**config.mk**
```make
export PLATFORM = sky130hd
export DESIGN_NAME = ts_capture_unit
export DESIGN_NICKNAME = d
export VERILOG_FILES = /design/src/rtl/ts_pkg.sv /design/src/rtl/ts_counter.sv /design/src/rtl/ts_trigger.sv /design/src/rtl/ts_capture.sv /design/src/rtl/ts_capture_unit.sv
export SDC_FILE = /design/constraint.sdc
export NUM_CORES = 1
export LEC_CHECK = 0
export ABC_AREA = 1
export BUFFER_PORTS_ARGS = -buffer_cell sky130_fd_sc_hd__buf_2
export CAP_MARGIN = 0
export CORE_MARGIN = 4
export CORE_UTILIZATION = 57
export DETAILED_ROUTE_END_ITERATION = 10
export PLACE_DENSITY = 0.92
export REMOVE_ABC_BUFFERS = 1
export SYNTH_ARGS = -nofsm -noshare
export SYNTH_HDL_FRONTEND = slang
export SYNTH_SLANG_ARGS = --single-unit
export TNS_END_PERCENT = 1
```
**constraint.sdc**
```tcl
create_clock -name clk -period 2.4 [get_ports clk]
set_input_delay 0.12 -clock clk [delete_from_list [all_inputs] [get_ports clk]]
set_output_delay 0.12 -clock clk [all_outputs]
set_load 0.02 [all_outputs]
```
**src/rtl/ts_pkg.sv**
```systemverilog
// Shared definitions for the channel timestamp capture unit.
// Assumes mode vectors are at least four bits wide.
package ts_pkg;
    localparam int MODE_W        = 4;
    localparam int MODE_EV_CAP   = 0;
    localparam int MODE_FIRST    = 1;
    localparam int MODE_HALT     = 2;
    localparam int MODE_CLK_EVT  = 3;
    localparam int BYTE_W        = 8;

    // Which capture sources fired in a cycle.
    typedef struct packed {
        logic on_event;
        logic on_first;
        logic on_halt;
    } cap_src_t;
endpackage

```
**src/rtl/ts_counter.sv**
```systemverilog
// Timestamp counter: clears on the sync code and advances on the selected clock.
// The clear wins over an increment. The count wraps naturally at all-ones.
module ts_counter #(
    parameter int CNT_W  = 32,
    parameter int CODE_W = 8
) (
    input  logic              clk,
    input  logic              rst_n,
    input  logic              rev_tick,
    input  logic              evt_valid,
    input  logic [CODE_W-1:0] evt_code,
    input  logic [CODE_W-1:0] sync_code,
    input  logic [CODE_W-1:0] clk_code,
    input  logic              clk_sel_evt,
    output logic [CNT_W-1:0]  count
);
    logic do_clear;
    logic do_inc;

    // Decode clear and increment requests from the event stream and tick.
    always_comb begin
        do_clear = evt_valid && (evt_code == sync_code);
        do_inc   = clk_sel_evt ? (evt_valid && (evt_code == clk_code)) : rev_tick;
    end

    // Counter register with clear priority.
    always_ff @(posedge clk) begin
        if (!rst_n)
            count <= '0;
        else if (do_clear)
            count <= '0;
        else if (do_inc)
            count <= count + CNT_W'(1);
    end
endmodule

```
**src/rtl/ts_trigger.sv**
```systemverilog
// Capture trigger decode: gates each capture source with its mode enable.
// Purely combinational; several sources may fire together and merge to one.
module ts_trigger #(
    parameter int CODE_W = 8
) (
    input  logic                  evt_valid,
    input  logic [CODE_W-1:0]     evt_code,
    input  logic [CODE_W-1:0]     trig_code,
    input  logic                  first_pulse,
    input  logic                  halt_pulse,
    input  logic [ts_pkg::MODE_W-1:0] mode,
    output ts_pkg::cap_src_t      hits,
    output logic                  fire
);
    import ts_pkg::*;

    // Qualify each source and merge them into one capture request.
    always_comb begin
        hits.on_event = mode[MODE_EV_CAP] && evt_valid && (evt_code == trig_code);
        hits.on_first = mode[MODE_FIRST] && first_pulse;
        hits.on_halt  = mode[MODE_HALT] && halt_pulse;
        fire          = |hits;
    end
endmodule

```
**src/rtl/ts_capture.sv**
```systemverilog
// Capture register, sticky flag and byte read-out.
// Assumes CNT_W is a multiple of eight; byte index 0 is the top byte.
module ts_capture #(
    parameter int CNT_W = 32,
    parameter int NB    = CNT_W / ts_pkg::BYTE_W,
    parameter int SEL_W = (NB > 1) ? $clog2(NB) : 1
) (
    input  logic                      clk,
    input  logic                      rst_n,
    input  logic                      fire,
    input  logic                      flag_ack,
    input  logic [CNT_W-1:0]          count,
    input  logic [SEL_W-1:0]          rd_sel,
    output logic [CNT_W-1:0]          cap_value,
    output logic                      cap_flag,
    output logic [ts_pkg::BYTE_W-1:0] rd_byte
);
    import ts_pkg::*;

    logic [BYTE_W-1:0] byte_arr [NB];

    // Load the captured value from the pre-edge count.
    always_ff @(posedge clk) begin
        if (!rst_n)
            cap_value <= '0;
        else if (fire)
            cap_value <= count;
    end

    // Sticky flag: a capture sets it and wins over an acknowledge.
    always_ff @(posedge clk) begin
        if (!rst_n)
            cap_flag <= 1'b0;
        else if (fire)
            cap_flag <= 1'b1;
        else if (flag_ack)
            cap_flag <= 1'b0;
    end

    // Slice the captured value into bytes, most significant first.
    for (genvar b = 0; b < NB; b++) begin : g_bytes
        assign byte_arr[b] = cap_value[CNT_W-1-b*BYTE_W -: BYTE_W];
    end

    // Select the requested byte; out-of-range indices read zero.
    always_comb begin
        rd_byte = '0;
        for (int i = 0; i < NB; i++)
            if (rd_sel == SEL_W'(i))
                rd_byte = byte_arr[i];
    end
endmodule

```
**src/rtl/ts_capture_unit.sv**
```systemverilog
// Top of the channel timestamp capture unit: counter, trigger decode and
// capture register. Assumes all inputs are synchronous to clk.
module ts_capture_unit #(
    parameter int CNT_W  = 32,
    parameter int CODE_W = 8,
    localparam int NB    = CNT_W / ts_pkg::BYTE_W,
    localparam int SEL_W = (NB > 1) ? $clog2(NB) : 1
) (
    input  logic                      clk,
    input  logic                      rst_n,
    input  logic                      rev_tick,
    input  logic                      evt_valid,
    input  logic [CODE_W-1:0]         evt_code,
    input  logic                      first_pulse,
    input  logic                      halt_pulse,
    input  logic [CODE_W-1:0]         sync_code,
    input  logic [CODE_W-1:0]         clk_code,
    input  logic [CODE_W-1:0]         trig_code,
    input  logic [3:0]                mode,
    input  logic                      flag_ack,
    input  logic [SEL_W-1:0]          rd_sel,
    output logic [CNT_W-1:0]          count_value,
    output logic [CNT_W-1:0]          cap_value,
    output logic                      cap_flag,
    output logic [7:0]                rd_byte
);
    import ts_pkg::*;

    cap_src_t hits;
    logic     fire;

    ts_counter #(.CNT_W(CNT_W), .CODE_W(CODE_W)) u_counter (
        .clk         (clk),
        .rst_n       (rst_n),
        .rev_tick    (rev_tick),
        .evt_valid   (evt_valid),
        .evt_code    (evt_code),
        .sync_code   (sync_code),
        .clk_code    (clk_code),
        .clk_sel_evt (mode[MODE_CLK_EVT]),
        .count       (count_value)
    );

    ts_trigger #(.CODE_W(CODE_W)) u_trigger (
        .evt_valid   (evt_valid),
        .evt_code    (evt_code),
        .trig_code   (trig_code),
        .first_pulse (first_pulse),
        .halt_pulse  (halt_pulse),
        .mode        (mode),
        .hits        (hits),
        .fire        (fire)
    );

    ts_capture #(.CNT_W(CNT_W), .NB(NB), .SEL_W(SEL_W)) u_capture (
        .clk       (clk),
        .rst_n     (rst_n),
        .fire      (fire),
        .flag_ack  (flag_ack),
        .count     (count_value),
        .rd_sel    (rd_sel),
        .cap_value (cap_value),
        .cap_flag  (cap_flag),
        .rd_byte   (rd_byte)
    );
endmodule

```
# After elaboration in Yosys (flattened, before gate mapping)
# Index checks and enable logic that the tools add are counted.
[classes]
reduce_logical = 10
muxes = 7
n_addsub = 1
n_bitwise = 1
n_eq_ne = 6
[ops]
columns = ["cell", "n"]
rows = [
  ["adder 32 x 1 -> 32 bit, second input constant", 1],
  ["two-way mux 8 bit", 4],
  ["equality test 8 bit", 3],
  ["logical AND 1 bit", 6],
  ["equality test 2 bit, second input constant", 2],
  ["two-way mux 1 bit", 3],
  ["OR reduction 3 bit", 1],
  ["equality test 2 x 1 -> 1 bit, second input constant", 1],
  ["logical NOT 2 bit", 1],
  ["nonzero test 2 bit", 1],
  ["OR reduction 2 bit", 1],
  ["NOT 1 bit", 1],
]
[word_totals]
word_cells = 28
register_bits = 65
inputBits = 45

# Longest topological paths before layout
[logic_depth]
ltp_word = 5
depth_mapped = 12

# Modules after synthesis
# A second synthesis with hierarchy kept.
[unflattened]
hier_cells = 634
hier_area_um2 = 3932.5
[by_module_without_submodules]
columns = ["module", "cells_per_inst", "area_each_um2", "n_inst", "seq_area_each_um2"]
rows = [
  ["ts_counter", 394, 2332.2, 1, 640.6],
  ["ts_capture", 189, 1400.1, 1, 660.6],
  ["ts_trigger", 51, 200.2, 1, 0.0],
]

# Least setup slack after synthesis
# OpenSTA, ideal clock, no wires.
[synth_timing]
kind = "reg-to-reg"
from = "reg u_counter.count[0]"
to = "reg u_counter.count[26]"
slack_ps = 723
path_stages_with_launch = 11
t_required_ps = 2280
arrival_time_ps = 1557
path_cell_list = "dfxtp_1 -> ha_1 -> nand3_2 -> inv_2 -> nand2_2 -> nor2_2 -> nand2_1 -> nand2_1 -> nand2_1 -> nand2_1 -> a21oi_1"
[synth_between]
elab_chain_cells = 1
[synth_lines]
columns = ["item", "line_no", "source"]
rows = [
  ["start: declaration", "ts_counter.sv:15", "output logic [CNT_W-1:0] count"],
  ["start signal: assignment", "ts_counter.sv:33", "count <= count + CNT_W'(1);"],
  ["adder 32 x 1 -> 32 bit", "ts_counter.sv:33", ""],
]
# No other way between the ends.
# A chain may end at the register's enable or synchronous reset.

# Final worst setup path
[layout_timing]
from = "reg u_counter.count[0]"
to = "reg u_counter.count[16]"
# The elaborated chain is that of the path after synthesis.

==> metrics.md <==
| Metric | Value |
|---|---|
| Outcome | `complete, no violations` |
| Met2 wire length | `6000 um` |
| Share of layout cells above drive strength 1 | `23.6%` |
| EDFF count, synth | `0` |
| Leakage power | `2.37 nW` |
| Min Tclk post-route | `1.83 ns` |
| Post-synth top area share | `30.9%` |
| CTS tree | `yes` |
| Setup ws final | `0.573 ns` |
| Cell taking the most area after synthesis | `dfxtp_1` |
| CP top delay family | `flip-flops` |
| Clock-pin transition on the worst setup and hold timing paths | `0.07 ns` |
| M1 WL | `5390 um` |
| Switching Power | `0.000734 W` |
| Total Power | `0.00253 W` |
| Vias | `4757` |
| Max Freq | `547 MHz` |
| DRT iter0 DRCs | `284` |
| Clock sink total | `65` |
| Synth Instances | `670` |
| Synthesized area per cell | `6.28 sq um` |
| Final antenna-violating net count | `0` |
| Worst path bufs/invs | `1` |
| Vias per std cell | `5.41` |
| CP Class | `flop to flop` |
| Logic gate share of total power | `18.0%` |
| Largest net degree at the start of global routing | `39` |
| Worst-Margin Slew | `0.851 ns` |
| Max incr delay on CP | `0.53 ns` |
| Top Layer Used | `met4` |
| Met3 wire len | `844 um` |
| Final setup viols | `0` |
| Synth async-reset ratio | `0%` |
| WP data required | `2.67 ns` |
| Post-route clock skew | `0.0125 ns` |
| Synth cell count leaders | `nand2_1 (200), nor2_1 (87), a21oi_1 (72), dfxtp_1 (65), inv_1 (56)` |
| Total grt overflow | `0` |
| Cts bufs inserted | `9` |
| Min-delay worst type | `primary input to flop` |
| Sequential power share | `45.3%` |
| Slew HR | `43.1%` |
| CTS hold repair buffers | `0` |
| Max rail drop VDD | `0.297 mV` |
| DR DRC count | `0` |
| Util after Layout | `69.3%` |
| Ports | `118` |
| Setup TNS | `0 ns` |
| Critical path, cell by cell | `ha_1, nand3_2, inv_2, nand2_2, nor2_1, xor2_1, nand2_1, a21oi_1` |
| First-pass GRT wire length | `20400 um` |
| P_int | `0.00179 W` |
| Final instance area | `5000 sq um` |
| Core Footprint | `7210 sq um` |
| Input/output buffers | `117` |
| Final Hold Fails | `0` |
| H-tree levels | `3` |
| RSZ-0062 raised after global routing | `false` |
| Num rows | `31` |
| RD Place Congestion | `0.911` |
| FF+latch count, synth | `65` |
| CP max-delay cell | `dfxtp_1` |
| Final cycle utilization of the critical path | `76.1%` |
| Pre-CTS WS | `0.606 ns` |
| Placed wire-length estimate | `9210 um` |
| Critical Path End Type | `flop` |
| Clk_lat worst skew | `0.34 ns` |
| Synth unique cells | `29` |
| Yosys warning total | `0` |
| Area Growth Syn to Fin | `18.7%` |
| DIE AREA | `8820 sq um` |
| First drt pass iteration count | `5` |
| Clock power frac | `36.7%` |
| Critical path peak fanout | `9` |
| Post-CTS setup buffers | `0` |
| Synthesized area | `4210 sq um` |
| Die Span Y | `93.9 um` |
| Power Density | `506 nW/um^2` |
| Drt total wl | `12600 um` |
| Post-CTS sizing | `0` |
| Fin. max-slew vios | `0` |
| Arrival time of the worst setup path | `2.10 ns` |
| N_diodes | `0` |
| Die W | `93.9 um` |
| CTS Buffer Depth | `2` |
| Synth top area cells | `dfxtp_1 (31%), nand2_1 (18%), a21oi_1 (8.6%)` |
| Sw Share | `29.0%` |
| Layout Nets | `821` |
| GR Util All Layers | `28.9%` |
| Sequential cell area fraction in the yosys report | `30.9%` |
| Max-cap check violation count | `0` |
| Ys flop type | `dfxtp_1` |
| Startpoint types | `flop` |
| Routed len/inst | `14.3 um` |
| Post-DP Area | `4810 sq um` |
| Initial antenna violation count | `0` |
| Vias in the first global route | `4351` |
| Most numerous cell in the Yosys netlist | `nand2_1` |
| Initial Util | `58.3%` |
| Clock root cell | `clkbuf_8` |
[layer usage]
| metal | vias up | track usage (%) |
|---|---|---|
| li1 | 2346 | - |
| met1 | 2172 | 36.9 |
| met2 | 206 | 48.8 |
| met3 | 33 | 4.33 |
| met4 | 0 | 11.4 |
| met5 | - | 0 |
[path summary, 6_finish.rpt]
kind | startpoint | endpoint | slack, ns | cells past startpoint
max | u_counter.count[0]$_SDFFE_PP0P_ | u_counter.count[16]$_SDFFE_PP0P_ | 0.57 | 8
min | flag_ack | u_capture.cap_flag$_SDFFE_PN0P_ | 0.13 | 4
max reg2reg | u_counter.count[0]$_SDFFE_PP0P_ | u_counter.count[16]$_SDFFE_PP0P_ | 0.57 | 8
min reg2reg | u_counter.count[31]$_SDFFE_PP0P_ | u_counter.count[31]$_SDFFE_PP0P_ | 0.53 | 2
[power groups by stage]
stage	Combinational, W	Sequential, W	Clock [W]
floorplan	0.000237	0.00122	0
global placement	0.000437	0.00117	0
detailed placement	0.000453	0.00117	0
CTS	0.000456	0.00114	0.000932
global route	0.000504	0.00115	0.000988
finish	0.000456	0.00114	0.000928
[worst register-to-register path: cells and delay by family, from the launching register on]
| family | cells | cell delay (ns) |
|---|---|---|
| AOI/OAI and AO/OA | 1 | 0.14 |
| xor gates and xnor gates | 1 | 0.18 |
| adders and majority gates | 1 | 0.33 |
| buffers and inverters | 1 | 0.12 |
| DFF | 1 | 0.53 |
| and+or+nand+nor | 4 | 0.47 |
[logic make-up (layout without fill, tap and decap cells)]
kind of cell	count (synthesis)	in the layout	synth area share [%]
xor+xnor	23	23	4.79
compound gates	95	95	11.7
simple gates	391	391	42.1
buf+inv	95	205	10.2
flops	65	65	30.9
fa+ha+maj	1	1	0.297
[placed cells by master, fill, tap and decap left out, types with 3 or more instances in the layout]
master	netlist	routed
nand2_1	200	199
nor2_2	9	9
xnor2_1	10	10
buf_2	14	117
inv_1	56	55
nand3_2	21	21
a21oi_1	72	72
clkbuf_1	5	3
clkbuf_8	0	10
nand3_1	48	48
o21ai_0	10	10
nand2_2	5	6
dfxtp_1	65	65
o22ai_1	8	8
nor2_1	87	87
nand3b_1	16	16
inv_2	7	8
xor2_1	13	13
buf_4	3	7
[stage by stage]
| step | hold WS (ns) | instances |
|---|---|---|
| finish | 0.129 | 879 |
| global route | 0.131 | 879 |
| CTS | 0.109 | 879 |
| detailed placement | 0.471 | 863 |
| global placement | 0.451 | 863 |
| floorplan | 0.241 | 639 |
[area by class of cell]
| class | instances | area (sq um) |
|---|---|---|
| Multi-Input combinational cell | 510 | 2480 |
| Fill cell | 663 | 2220 |
| Sequential cell | 65 | 1300 |
| Timing Repair Buffer | 125 | 658 |
| Inverter | 64 | 240 |
| Clock buffer | 13 | 149 |
| Tap cell | 99 | 124 |
| Clock inverter | 3 | 40.0 |
[sequential cells by signal (all words and copies together), names as in the netlist]
name,flops
u_capture.cap_flag,1
u_capture.cap_value,32
u_counter.count,32
(Power assumes the default switching activity.)
